===== src/rtl/rxf_pkg.sv =====
package rxf_pkg;
   typedef struct packed {
      logic fe;
      logic pe;
      logic brk;
   } rxf_flags_t;

   localparam int unsigned RXF_FLAG_W = 3;
endpackage


===== src/rtl/rxf_store.sv =====
module rxf_store
   import rxf_pkg::*;
#(
   parameter int unsigned DATA_W = 8,
   parameter int unsigned DEPTH  = 3,
   localparam int unsigned PTR_W = (DEPTH > 1) ? $clog2(DEPTH) : 1,
   localparam int unsigned CNT_W = $clog2(DEPTH + 1)
) (
   input  logic              clk,
   input  logic              rst_n,
   input  logic              push,
   input  logic              pop,
   input  logic [DATA_W-1:0] din,
   input  rxf_flags_t        fin,
   output logic [DATA_W-1:0] dout,
   output rxf_flags_t        fout,
   output logic [CNT_W-1:0]  count
);
   localparam logic [PTR_W-1:0] LAST_SLOT = PTR_W'(DEPTH - 1);
   localparam logic [CNT_W-1:0] FULL_CNT  = CNT_W'(DEPTH);

   logic [DATA_W-1:0] dmem [DEPTH];
   rxf_flags_t        fmem [DEPTH];
   logic [PTR_W-1:0]  wr_ptr, rd_ptr;
   logic              do_push, do_pop;

   assign do_push = push && (count != FULL_CNT);
   assign do_pop  = pop  && (count != '0);

   function automatic logic [PTR_W-1:0] advance(input logic [PTR_W-1:0] p);
      return (p == LAST_SLOT) ? '0 : p + 1'b1;
   endfunction

   for (genvar g = 0; g < DEPTH; g++) begin : g_slot
      always_ff @(posedge clk or negedge rst_n) begin
         if (!rst_n) begin
            dmem[g] <= '0;
            fmem[g] <= '0;
         end else if (do_push && (wr_ptr == PTR_W'(g))) begin
            dmem[g] <= din;
            fmem[g] <= fin;
         end
      end
   end

   always_ff @(posedge clk or negedge rst_n) begin
      if (!rst_n) begin
         wr_ptr <= '0;
         rd_ptr <= '0;
         count  <= '0;
      end else begin
         if (do_push) wr_ptr <= advance(wr_ptr);
         if (do_pop)  rd_ptr <= advance(rd_ptr);
         case ({do_push, do_pop})
            2'b10:   count <= count + 1'b1;
            2'b01:   count <= count - 1'b1;
            default: count <= count;
         endcase
      end
   end

   assign dout = dmem[rd_ptr];
   assign fout = fmem[rd_ptr];
endmodule


===== src/rtl/rxf_status.sv =====
module rxf_status
   import rxf_pkg::*;
(
   input  logic       clk,
   input  logic       rst_n,
   input  logic       block_mode,
   input  logic       clr_err,
   input  logic       head_valid,
   input  rxf_flags_t head_flags,
   input  logic       ovr_evt,
   output rxf_flags_t status,
   output logic       ovr
);
   rxf_flags_t head_live;
   rxf_flags_t acc;

   assign head_live = head_valid ? head_flags : '0;

   always_ff @(posedge clk or negedge rst_n) begin
      if (!rst_n) begin
         acc <= '0;
         ovr <= 1'b0;
      end else begin
         acc <= clr_err ? '0 : (acc | head_live);
         if (ovr_evt)      ovr <= 1'b1;
         else if (clr_err) ovr <= 1'b0;
      end
   end

   assign status = block_mode ? (acc | head_live) : head_live;
endmodule


===== src/rtl/rxf_flow.sv =====
module rxf_flow (
   input  logic clk,
   input  logic rst_n,
   input  logic auto_rts_en,
   input  logic start_det,
   input  logic full,
   input  logic rdy,
   input  logic rts_sw,
   input  logic irq_on_full,
   output logic rts_n,
   output logic irq
);
   logic neg_q;
   logic neg_live;

   always_ff @(posedge clk or negedge rst_n) begin
      if (!rst_n) neg_q <= 1'b0;
      else        neg_q <= auto_rts_en && full && (neg_q || start_det);
   end

   assign neg_live = neg_q && full && auto_rts_en;
   assign rts_n    = !(rts_sw && !neg_live);
   assign irq      = irq_on_full ? full : rdy;
endmodule


===== src/rtl/rx_err_fifo.sv =====
module rx_err_fifo
   import rxf_pkg::*;
#(
   parameter int unsigned DATA_W = 8,
   parameter int unsigned DEPTH  = 3
) (
   input  logic              clk,
   input  logic              rst_n,
   input  logic              wr_en,
   input  logic [DATA_W-1:0] wr_data,
   input  logic              wr_fe,
   input  logic              wr_pe,
   input  logic              wr_brk,
   input  logic              start_det,
   input  logic              rd_en,
   input  logic              clr_err,
   input  logic              block_mode,
   input  logic              auto_rts_en,
   input  logic              irq_on_full,
   input  logic              rts_sw,
   output logic [DATA_W-1:0] rd_data,
   output logic              rx_rdy,
   output logic              fifo_full,
   output logic              st_fe,
   output logic              st_pe,
   output logic              st_brk,
   output logic              st_ovr,
   output logic              rts_n,
   output logic              irq
);
   localparam int unsigned CNT_W = $clog2(DEPTH + 1);

   if (DEPTH < 2) begin : g_bad_depth
      $error("rx_err_fifo: DEPTH must be at least 2");
   end
   if (DATA_W < 5 || DATA_W > 9) begin : g_bad_width
      $error("rx_err_fifo: DATA_W must be 5 to 9");
   end

   rxf_flags_t       in_flags, head_flags, status;
   logic [CNT_W-1:0] count;

   assign in_flags = '{fe: wr_fe, pe: wr_pe, brk: wr_brk};

   rxf_store #(.DATA_W(DATA_W), .DEPTH(DEPTH)) u_store (
      .clk   (clk),
      .rst_n (rst_n),
      .push  (wr_en),
      .pop   (rd_en),
      .din   (wr_data),
      .fin   (in_flags),
      .dout  (rd_data),
      .fout  (head_flags),
      .count (count)
   );

   assign rx_rdy    = (count != '0);
   assign fifo_full = (count == CNT_W'(DEPTH));

   rxf_status u_status (
      .clk        (clk),
      .rst_n      (rst_n),
      .block_mode (block_mode),
      .clr_err    (clr_err),
      .head_valid (rx_rdy),
      .head_flags (head_flags),
      .ovr_evt    (wr_en && fifo_full),
      .status     (status),
      .ovr        (st_ovr)
   );

   assign st_fe  = status.fe;
   assign st_pe  = status.pe;
   assign st_brk = status.brk;

   rxf_flow u_flow (
      .clk         (clk),
      .rst_n       (rst_n),
      .auto_rts_en (auto_rts_en),
      .start_det   (start_det),
      .full        (fifo_full),
      .rdy         (rx_rdy),
      .rts_sw      (rts_sw),
      .irq_on_full (irq_on_full),
      .rts_n       (rts_n),
      .irq         (irq)
   );
endmodule


===== config.mk =====
export PLATFORM = sky130hd
export DESIGN_NAME = rx_err_fifo
export DESIGN_NICKNAME = d
export VERILOG_FILES = /design/src/rtl/rxf_pkg.sv /design/src/rtl/rxf_store.sv /design/src/rtl/rxf_status.sv /design/src/rtl/rxf_flow.sv /design/src/rtl/rx_err_fifo.sv
export SDC_FILE = /design/constraint.sdc
export NUM_CORES = 1
export LEC_CHECK = 0
export BUFFER_PORTS_ARGS = -buffer_cell sky130_fd_sc_hd__buf_2
export CORE_MARGIN = 5
export CORE_UTILIZATION = 35
export DETAILED_ROUTE_END_ITERATION = 10
export HOLD_SLACK_MARGIN = 0.03
export SYNTH_ARGS = -nofsm -noshare
export SYNTH_HDL_FRONTEND = slang
export SYNTH_SLANG_ARGS = --single-unit

===== constraint.sdc =====
create_clock -name clk -period 3 [get_ports clk]
set_input_delay 0.3 -clock clk [delete_from_list [all_inputs] [get_ports clk]]
set_output_delay 0.3 -clock clk [all_outputs]
set_load 0.005 [all_outputs]

==> metrics <==
synth unique cells=36; Synth Instances=166; clock sink count=44; Die ar.=0.00773 mm^2; CP arrival=2.01 ns; port buffer count=36; Pre-antenna DRT Iters=4; wire per inst=15.0 um; CP Launch Type=flop; largest net degree at the start of global routing=45; io pins=37; H-tree levels=2; Final setup viols=0; Syn Area/Cell=12.8 um^2; Area Overhead vs Synth=14.8%; Final Max Tran Viols=0; Hold Violations, Final=0; CTS tree=built; DRT iter0 DRCs=43; Antenna Nets Post-Route=0; Filler Cell Count=577; Hold WC Path Type=input pin to async pin; peak supply drop=0.488 mV; critical path class=flop to output pin; worst skew pair latency=0.29 ns; CP Capture Type=output pin; worst slack, placed=0.975 ns; Die W=87.9 um; Synth area leaders=dfrtp_1 52%, mux2_2 13%, mux2_4 6.4%, mux2i_1 3.8%, o21ai_0 2.1%; CP max FO=23; Die Y=87.9 um; leading area contributor after synthesis=dfrtp_1; clk buf depth=2; sequential area share after synthesis=51.8%; nets=222; post-route minimum period=2.31 ns; Starting Density=35.9%; hold buffer count at cts=0; CTS resizes=0; Pleak=1.13 nW; grt total ovfl=0; TritonCTS Buffers=5; Antenna Cells=0; vias per cell=4.87; post-synthesis cell area=0.00212 mm^2; vias=1339; maxcap violations=0; final worst-path cycle share=77.1%; final WL=4.13 mm; Residual DRC=0; Fmax=0.432 GHz; root buffer cell=clkbuf_8; Synth warnings=0; CTS clk-pin slew, worst paths=0.08 ns; Worst Setup Slack, final=0.687 ns; Yosys top cell area share=51.8%; slew margin rel.=34.0%; number of global-route vias before repair=1405; power per cell area=1090 mW/mm^2; Worst EP required=2.70 ns; setup TNS=0 ns; Post-Syn Nets=188; GRT Resource Usage Total=11.8%; Core Area=0.00592 mm^2; flop and latch count out of synthesis=44; skew final=0.00231 ns; placer's final routability congestion estimate=0.688; # rows=28; Worst Tran Pin Value=0.990 ns; unrepaired setup endpoints after global routing=no; status=completed; initial antenna violation count=0; Final HPWL DP=2.77 mm; share of layout cells above drive strength 1=42.0%; Post-CTS Setup Inserts=0; global-route wire length before repair=6.96 mm
worst paths after layout:
| kind | start | endpoint | slack (ns) | cells past startpoint |
|---|---|---|---|---|
| setup / recovery | u_store.rd_ptr[1] | st_fe | 0.69 | 4 |
| hold / removal | rst_n | u_store.dmem[2] | 0.16 | 1 |
| setup reg to reg | u_store.count[1] | u_store.fmem[8] | 1.09 | 4 |
| hold reg to reg | u_store.fmem[4] | u_store.fmem[4] | 0.50 | 1 |
| max in group asynchronous | rst_n | u_status.acc[0] | 2.23 | 1 |
| min in group clk | clr_err | u_status.acc[2] | 0.21 | 2 |
cells in the final DEF, fill, tap and decap left out, drive strengths merged:
master and count:
o21ai 9, ha 1, dfrtp 44, a21boi 1, nand2b 6, nand2 11, nor2 1, a21o 2
inv 4, nor3 5, o22ai 3, a22o 1, or2 1, a32o 3, clkbuf 7, o211a 1
xnor2 2, mux2 34, nor2b 7, a2111oi 3, xor2 1, maj3 1, nand3 1, and2 1
a211o 3, mux2i 8, nand3b 2, buf 37
final cells by class:
class / count / area [um^2] / area share [%]
Tap cell: 75 / 93.8 / 3.85
Sequential cell: 44 / 1100 / 45.1
Timing Repair Buffer: 37 / 188 / 7.69
Multi-Input combinational cell: 108 / 946 / 38.8
Clock buffer: 7 / 96.3 / 3.95
Inverter: 4 / 15.0 / 0.615
report_power, final:
group / internal (mW) / switching [mW] / leakage (nW)
registers: 0.886 / 0.230 / 0.531
clock network: 0.205 / 0.195 / 0.0503
logic: 0.667 / 0.472 / 0.552
per-stage QoR:
stage / power (mW) / area (um^2) / utilization [%] / hold WS, ns / std cells
floorplan: 1.96 / 2120 / - / 0.00441 / 166
global placement: 2.26 / 2340 / 39.6 / 0.481 / 268
detailed placement: 2.28 / 2340 / 39.6 / 0.485 / 268
CTS: 2.70 / 2440 / 41.2 / 0.192 / 275
global route: 2.88 / 2440 / 41.2 / 0.222 / 275
finish: 2.65 / 2440 / 41.2 / 0.164 / 275
worst max-delay path, cell delays in order, from the launching register on:
cell and delay, ns:
dfrtp_1 0.90, nor2b_1 0.13, a211o_1 0.31, a32o_1 0.26, buf_2 0.12
sequential cells by signal (all words and copies together) (netlist names):
signal          cells
u_store.rd_ptr      2
u_store.dmem       24
u_store.fmem        9
u_store.count       2
u_store.wr_ptr      2
u_flow.neg_q        1
u_status.acc        3
u_status.ovr        1
Yosys cell counts (all sizes together):
cell type and count:
dfrtp 44, mux2 34, nand2 11, o21ai 9
mux2i 8, nor2b 7, buf 6, nand2b 6
nor3 5, clkbuf 4, inv 4, a2111oi 3
a211o 3, a32o 3, o22ai 3, a21o 2
nand3b 2, xnor2 2, a21boi 1, a22o 1
and2 1, ha 1, maj3 1, nand3 1
nor2 1, o211a 1, or2 1, xor2 1
metal layers:
layer	vias to the layer above	GRT usage [%]	routed length [um]
li1	656	-	-
met1	639	16.6	2030
met2	37	17.2	1760
met3	7	2.92	256
met4	0	5.44	83
met5	-	0	0
logic make-up (layout without fill, tap and decap cells):
kind of cell / Yosys count / in the layout / synth area share [%]
AOI/OAI and AO/OA: 26 / 26 / 9.42
xor gates and xnor gates: 3 / 3 / 1.24
adders and majority gates: 2 / 2 / 1.06
buffers and inverters: 14 / 48 / 3.65
DFF: 44 / 44 / 51.8
muxes: 42 / 42 / 23.4
and+or+nand+nor: 35 / 35 / 9.42
No activity file was read; power rests on OpenSTA's default activity.
